===== src/rtl/qos_adm_pkg.sv =====
package qos_adm_pkg;

    localparam int NUM_CLS = 4;

    typedef enum logic [1:0] {
        CLS_LOW  = 2'd0,
        CLS_MED  = 2'd1,
        CLS_HIGH = 2'd2,
        CLS_TOP  = 2'd3
    } qos_cls_e;

endpackage


===== src/rtl/qos_class_map.sv =====
module qos_class_map
    import qos_adm_pkg::*;
(
    input  logic [3:0] prio,
    output qos_cls_e   cls
);

    always_comb begin
        if (prio == 4'd15) begin
            cls = CLS_TOP;
        end else if (prio >= 4'd12) begin
            cls = CLS_HIGH;
        end else if (prio >= 4'd8) begin
            cls = CLS_MED;
        end else begin
            cls = CLS_LOW;
        end
    end

endmodule


===== src/rtl/qos_limit_clamp.sv =====
module qos_limit_clamp
    import qos_adm_pkg::*;
#(
    parameter int DEPTH = 16,
    parameter int CNT_W = 5
) (
    input  logic [NUM_CLS-1:0][CNT_W-1:0] lim_raw,
    output logic [NUM_CLS-1:0][CNT_W-1:0] lim_eff
);

    localparam logic [CNT_W-1:0] CAP = CNT_W'(DEPTH - 1);

    for (genvar g = 0; g < NUM_CLS; g++) begin : g_cls
        logic [CNT_W-1:0] floor_v;
        logic [CNT_W-1:0] pick_v;
        if (g == 0) begin : g_base
            assign floor_v = '0;
        end else begin : g_nest
            assign floor_v = lim_eff[g-1];
        end
        assign pick_v     = (lim_raw[g] > floor_v) ? lim_raw[g] : floor_v;
        assign lim_eff[g] = (pick_v > CAP) ? CAP : pick_v;
    end

endmodule


===== src/rtl/qos_occ_tracker.sv =====
module qos_occ_tracker
    import qos_adm_pkg::*;
#(
    parameter int DEPTH = 16,
    parameter int CNT_W = 5
) (
    input  logic             clk,
    input  logic             rst_n,
    input  logic             acc,
    input  qos_cls_e         acc_cls,
    input  logic             rel,
    input  qos_cls_e         rel_cls,
    output logic [CNT_W-1:0] occ
);

    typedef struct packed {
        logic [NUM_CLS-1:0][CNT_W-1:0] cnt;
        logic [CNT_W-1:0]              occ;
    } trk_t;

    trk_t st_q, st_d;
    logic rel_ok_d;

    always_comb begin
        st_d     = st_q;
        rel_ok_d = rel && (st_q.cnt[rel_cls] != '0);
        for (int g = 0; g < NUM_CLS; g++) begin
            st_d.cnt[g] = st_q.cnt[g]
                        + CNT_W'(acc && (acc_cls == 2'(g)))
                        - CNT_W'(rel_ok_d && (rel_cls == 2'(g)));
        end
        case ({acc, rel_ok_d})
            2'b10:   st_d.occ = st_q.occ + CNT_W'(1);
            2'b01:   st_d.occ = st_q.occ - CNT_W'(1);
            default: st_d.occ = st_q.occ;
        endcase
    end

    always_ff @(posedge clk) begin
        if (!rst_n) begin
            st_q <= '0;
        end else begin
            st_q <= st_d;
        end
    end

    assign occ = st_q.occ;

    assert_occ_bound_R3: assert property (@(posedge clk) disable iff (!rst_n)
        st_q.occ <= CNT_W'(DEPTH - 1));

    assert_accept_inc_R5: assert property (@(posedge clk) disable iff (!rst_n)
        (acc && !rel) |=> (st_q.occ == $past(st_q.occ) + CNT_W'(1)));

    assert_both_hold_R6: assert property (@(posedge clk) disable iff (!rst_n)
        (acc && rel && st_q.cnt[rel_cls] != '0) |=> $stable(st_q.occ));

    assert_empty_rel_ignored_R7: assert property (@(posedge clk) disable iff (!rst_n)
        (!acc && rel && st_q.cnt[rel_cls] == '0) |=> $stable(st_q.occ));

endmodule


===== src/rtl/qos_admission_ctrl.sv =====
module qos_admission_ctrl
    import qos_adm_pkg::*;
#(
    parameter  int DEPTH = 16,
    localparam int CNT_W = $clog2(DEPTH + 1)
) (
    input  logic             clk,
    input  logic             rst_n,
    input  logic             req_valid,
    input  logic [3:0]       req_prio,
    output logic             req_ready,
    input  logic             rel_valid,
    input  logic [1:0]       rel_class,
    input  logic [CNT_W-1:0] lim_low,
    input  logic [CNT_W-1:0] lim_med,
    input  logic [CNT_W-1:0] lim_high,
    input  logic [CNT_W-1:0] lim_top,
    output logic [CNT_W-1:0] occupancy
);

    qos_cls_e                      req_cls;
    logic [NUM_CLS-1:0][CNT_W-1:0] lim_raw;
    logic [NUM_CLS-1:0][CNT_W-1:0] lim_eff;
    logic                          accept;

    qos_class_map u_map (
        .prio (req_prio),
        .cls  (req_cls)
    );

    assign lim_raw = {lim_top, lim_high, lim_med, lim_low};

    qos_limit_clamp #(.DEPTH(DEPTH), .CNT_W(CNT_W)) u_clamp (
        .lim_raw (lim_raw),
        .lim_eff (lim_eff)
    );

    assign req_ready = occupancy < lim_eff[req_cls];
    assign accept    = req_valid && req_ready;

    qos_occ_tracker #(.DEPTH(DEPTH), .CNT_W(CNT_W)) u_trk (
        .clk     (clk),
        .rst_n   (rst_n),
        .acc     (accept),
        .acc_cls (req_cls),
        .rel     (rel_valid),
        .rel_cls (qos_cls_e'(rel_class)),
        .occ     (occupancy)
    );

    assert_ready_reserve_R3: assert property (@(posedge clk) disable iff (!rst_n)
        req_ready |-> (occupancy < CNT_W'(DEPTH - 1)));

    assert_nested_R4: assert property (@(posedge clk) disable iff (!rst_n)
        (lim_eff[1] >= lim_eff[0]) && (lim_eff[2] >= lim_eff[1]) && (lim_eff[3] >= lim_eff[2]));

    assert_top_reach_R9: assert property (@(posedge clk) disable iff (!rst_n)
        (req_valid && req_ready && req_cls == CLS_LOW) |-> (occupancy < lim_eff[3]));

endmodule


===== config.mk =====
export PLATFORM = sky130hd
export DESIGN_NAME = qos_admission_ctrl
export DESIGN_NICKNAME = d
export VERILOG_FILES = /design/src/rtl/qos_adm_pkg.sv /design/src/rtl/qos_class_map.sv /design/src/rtl/qos_limit_clamp.sv /design/src/rtl/qos_occ_tracker.sv /design/src/rtl/qos_admission_ctrl.sv
export SDC_FILE = /design/constraint.sdc
export NUM_CORES = 1
export LEC_CHECK = 0
export BUFFER_PORTS_ARGS = -buffer_cell sky130_fd_sc_hd__buf_2
export CAP_MARGIN = 40
export CELL_PAD_IN_SITES_DETAIL_PLACEMENT = 0
export CELL_PAD_IN_SITES_GLOBAL_PLACEMENT = 2
export CORE_MARGIN = 2
export CORE_UTILIZATION = 32
export CTS_CLUSTER_SIZE = 40
export DETAILED_ROUTE_END_ITERATION = 6
export HOLD_SLACK_MARGIN = 0.15
export PLACE_DENSITY = 0.88
export REMOVE_ABC_BUFFERS = 1
export SYNTH_ARGS = -nofsm -noshare
export SYNTH_HDL_FRONTEND = slang
export SYNTH_SLANG_ARGS = --single-unit

===== constraint.sdc =====
create_clock -name clk -period 7.1 [get_ports clk]
set_input_delay 0.71 -clock clk [delete_from_list [all_inputs] [get_ports clk]]
set_output_delay 0.71 -clock clk [all_outputs]
set_load 0.01 [all_outputs]

==> impl_metrics.env <==
export IMPL_drive_above_1_share_pct=39.6
export IMPL_ys_ff_latch=25
export IMPL_initial_utilization_pct=32.7
export IMPL_netlist_area_leader_share_pct=20.3
export IMPL_synth_flop_cell="dfxtp_1"
export IMPL_cp_slowest_cell="a221o_2"
export IMPL_clkTransAtPathRegs_ns=0.10
export IMPL_grt_pass1_wl_um=10400
export IMPL_cts_root_buf="clkbuf_8"
export IMPL_clock_latency_ns=0.28
export IMPL_start_kind="input pin"
export IMPL_synthCells=317
export IMPL_routed_wl_um=6750
export IMPL_layout_nets=481
export IMPL_io_pins=36
export IMPL_syn_to_final_growth_pct=40.5
export IMPL_drc=0
export IMPL_rsz0062_at_grt="true"
export IMPL_diodes=0
export IMPL_cts_buffer_depth=2
export IMPL_grt_max_degree=26
export IMPL_cts_hold_buffers=0
export IMPL_die_w_um=94.9
export IMPL_power_mw=0.798
export IMPL_numCtsBuffers=3
export IMPL_netlist_area_sq_um=2650
export IMPL_max_freq_mhz=143
export IMPL_holdWs_ns=0.572
export IMPL_tritoncts="built"
export IMPL_yosysSeqAreaShare_pct=18.9
export IMPL_regArea_sq_um=500
export IMPL_die_height_um=94.9
export IMPL_cts_sinks=25
export IMPL_finalCritPeriodShare_pct=98.7
export IMPL_grt_pass1_vias=2347
export IMPL_setup_viol=0
export IMPL_setup_worst_path_end_class="flop"
export IMPL_async_flop_share_pct=0
export IMPL_critPathMaxFanout=6
export IMPL_yosys_area_top_type="ha_1"
export IMPL_critPathTopFamily="compound AO/OA/AOI/OAI gates"
export IMPL_antenna_found_initial=0
export IMPL_drtPass1Iterations=4
export IMPL_ir_worst_vdd_mv=0.0788
export IMPL_crit_required_ns=7.33
export IMPL_first_iter_violations=70
export IMPL_layout_commonest_cell="buf_4"
export IMPL_power_leakage_nw=1.71
export IMPL_hold_path_class="reg2reg"
export IMPL_crit_arrival_ns=7.24
export IMPL_worst_pin_slew_ns=0.536
export IMPL_post_place_ws_ns=-0.710
export IMPL_num_vias=2457
export IMPL_syn_avg_cell_area_sq_um=8.34
export IMPL_h_tree_depth=1
export IMPL_dp_hpwl_um=5210
export IMPL_fin_skew_ns=0.0120
export IMPL_critPathKind="in2reg"
export IMPL_slew_viol_final=0
export IMPL_synth_edff_count=0
export IMPL_die_area_sq_um=9010
export IMPL_period_minus_slack_ns=7.01
export IMPL_num_rows=33
export IMPL_ant_nets=0
export IMPL_p_per_area_nw_per_um2=215
export IMPL_hold_violations=0
export IMPL_synth_cell_types=53
export IMPL_yosys_top_cells_area="ha_1, dfxtp_1, inv_1"
export IMPL_grt_overflow_total=0
export IMPL_layout_common_cells="buf_4, inv_1, ha_1"
export IMPL_maxSlewHeadroom_pct=64.0
export IMPL_port_buffers=35
export IMPL_finalSetupTns_ns=0
export IMPL_place_congestion=0.833
export IMPL_multi_input_area_sq_um=2270
export IMPL_wl_per_cell_um=13.3
export IMPL_via_per_inst=4.85
export IMPL_critPathMaxStageDelay_ns=0.44
export IMPL_status="finished, final reports clean"
export IMPL_grt_usage_pct=14.2
export IMPL_nFillCells=811
export IMPL_maxCapViolCount=0
export IMPL_finalWorstSetupSlack_ns=0.0921
export IMPL_coreArea_sq_um=8090
export IMPL_ys_warn_count=0
export IMPL_crit_buf_inv=4
## cell usage after synthesis (2+ instances only)
| master | n |
|---|---|
| o211ai_1 | 4 |
| a221oi_1 | 6 |
| o31ai_1 | 3 |
| nor2b_1 | 6 |
| xnor2_1 | 16 |
| clkbuf_1 | 6 |
| ha_1 | 43 |
| xor2_1 | 4 |
| a21oi_1 | 16 |
| nand2_1 | 14 |
| and3_1 | 4 |
| dfxtp_1 | 25 |
| nor3_1 | 9 |
| nor2_1 | 11 |
| or3_1 | 4 |
| a21o_1 | 15 |
| nand4_1 | 2 |
| o32ai_1 | 4 |
| a221o_2 | 2 |
| o21ai_0 | 7 |
| buf_4 | 5 |
| o21a_1 | 3 |
| and2_1 | 24 |
| fa_1 | 5 |
| nand3_1 | 6 |
| nor4_1 | 3 |
| a21oi_2 | 2 |
| inv_1 | 43 |
## final cells by class
type,instances,share of cell area (%)
multi-input cells,240,61.1
clock inverters,1,0.135
inverters,43,4.34
repair buffers,90,16.4
clock buffers,3,1.11
flip-flops and latches,25,13.5
well taps,105,3.53
## tightest hold or removal path: cells and delay by family, from the launching register on
family          cells  cell delay [ns]
flops               1             0.36
compound gates      2             0.17
## where the power goes
part           leakage [nW]  switching, mW  internal (mW)  total (mW)
combinational          1.47          0.223          0.269       0.493
clock                0.0255         0.0508         0.0395      0.0902
sequential            0.205         0.0358          0.180       0.215
total                  1.71          0.310          0.488       0.798
## cell families (layout without fill, tap and decap cells)
| family | Yosys count | after routing | synth area share [%] |
|---|---|---|---|
| AOI/OAI and AO/OA | 77 | 77 | 22.7 |
| adders and majority gates | 48 | 48 | 24.1 |
| buffers and inverters | 55 | 137 | 8.56 |
| other | 1 | 4 | 0.142 |
| xor gates and xnor gates | 20 | 20 | 6.62 |
| and+or+nand+nor | 91 | 91 | 18.9 |
| DFF | 25 | 25 | 18.9 |
## sequential cells by signal, summed over array words and instances, names as in the netlist
name	flops
u_trk.occ	5
u_trk.st_q	20
## path summary, 6_finish.rpt
kind,cells after the start,from,end,slack (ns)
hold reg to reg,2,u_trk.occ[4]$_SDFFE_PN0P_,u_trk.occ[4]$_SDFFE_PN0P_,0.57
hold / removal,2,u_trk.occ[4]$_SDFFE_PN0P_,u_trk.occ[4]$_SDFFE_PN0P_,0.57
setup reg to reg,15,u_trk.occ[4]$_SDFFE_PN0P_,u_trk.occ[4]$_SDFFE_PN0P_,3.89
setup / recovery,36,lim_low[4],u_trk.occ[4]$_SDFFE_PN0P_,0.09
## per-stage QoR
step	util (%)	instances	instance area, sq um
6_report	45.9	507	3720
5_1_grt	45.9	507	3720
4_1_cts	41.9	501	3390
3_5_place_dp	40.2	495	3250
3_3_place_gp	40.2	495	3250
2_1_floorplan	-	308	2590
## layer usage
layer	global-route usage (%)	wire length, um	part of all wire [%]
met5	0	0	0
met3	2.15	173	2.6
met2	24.5	3380	50
met1	18.7	3110	46
met4	3.26	87	1.3
## timing repair
action                     in CTS  in global routing
setup buffers                   2                  6
setup endpoints to repair      12                 12
pin swaps                       4                 49
gates resized for setup        16                 60
Note: power is estimated with default switching activity, not from simulation.
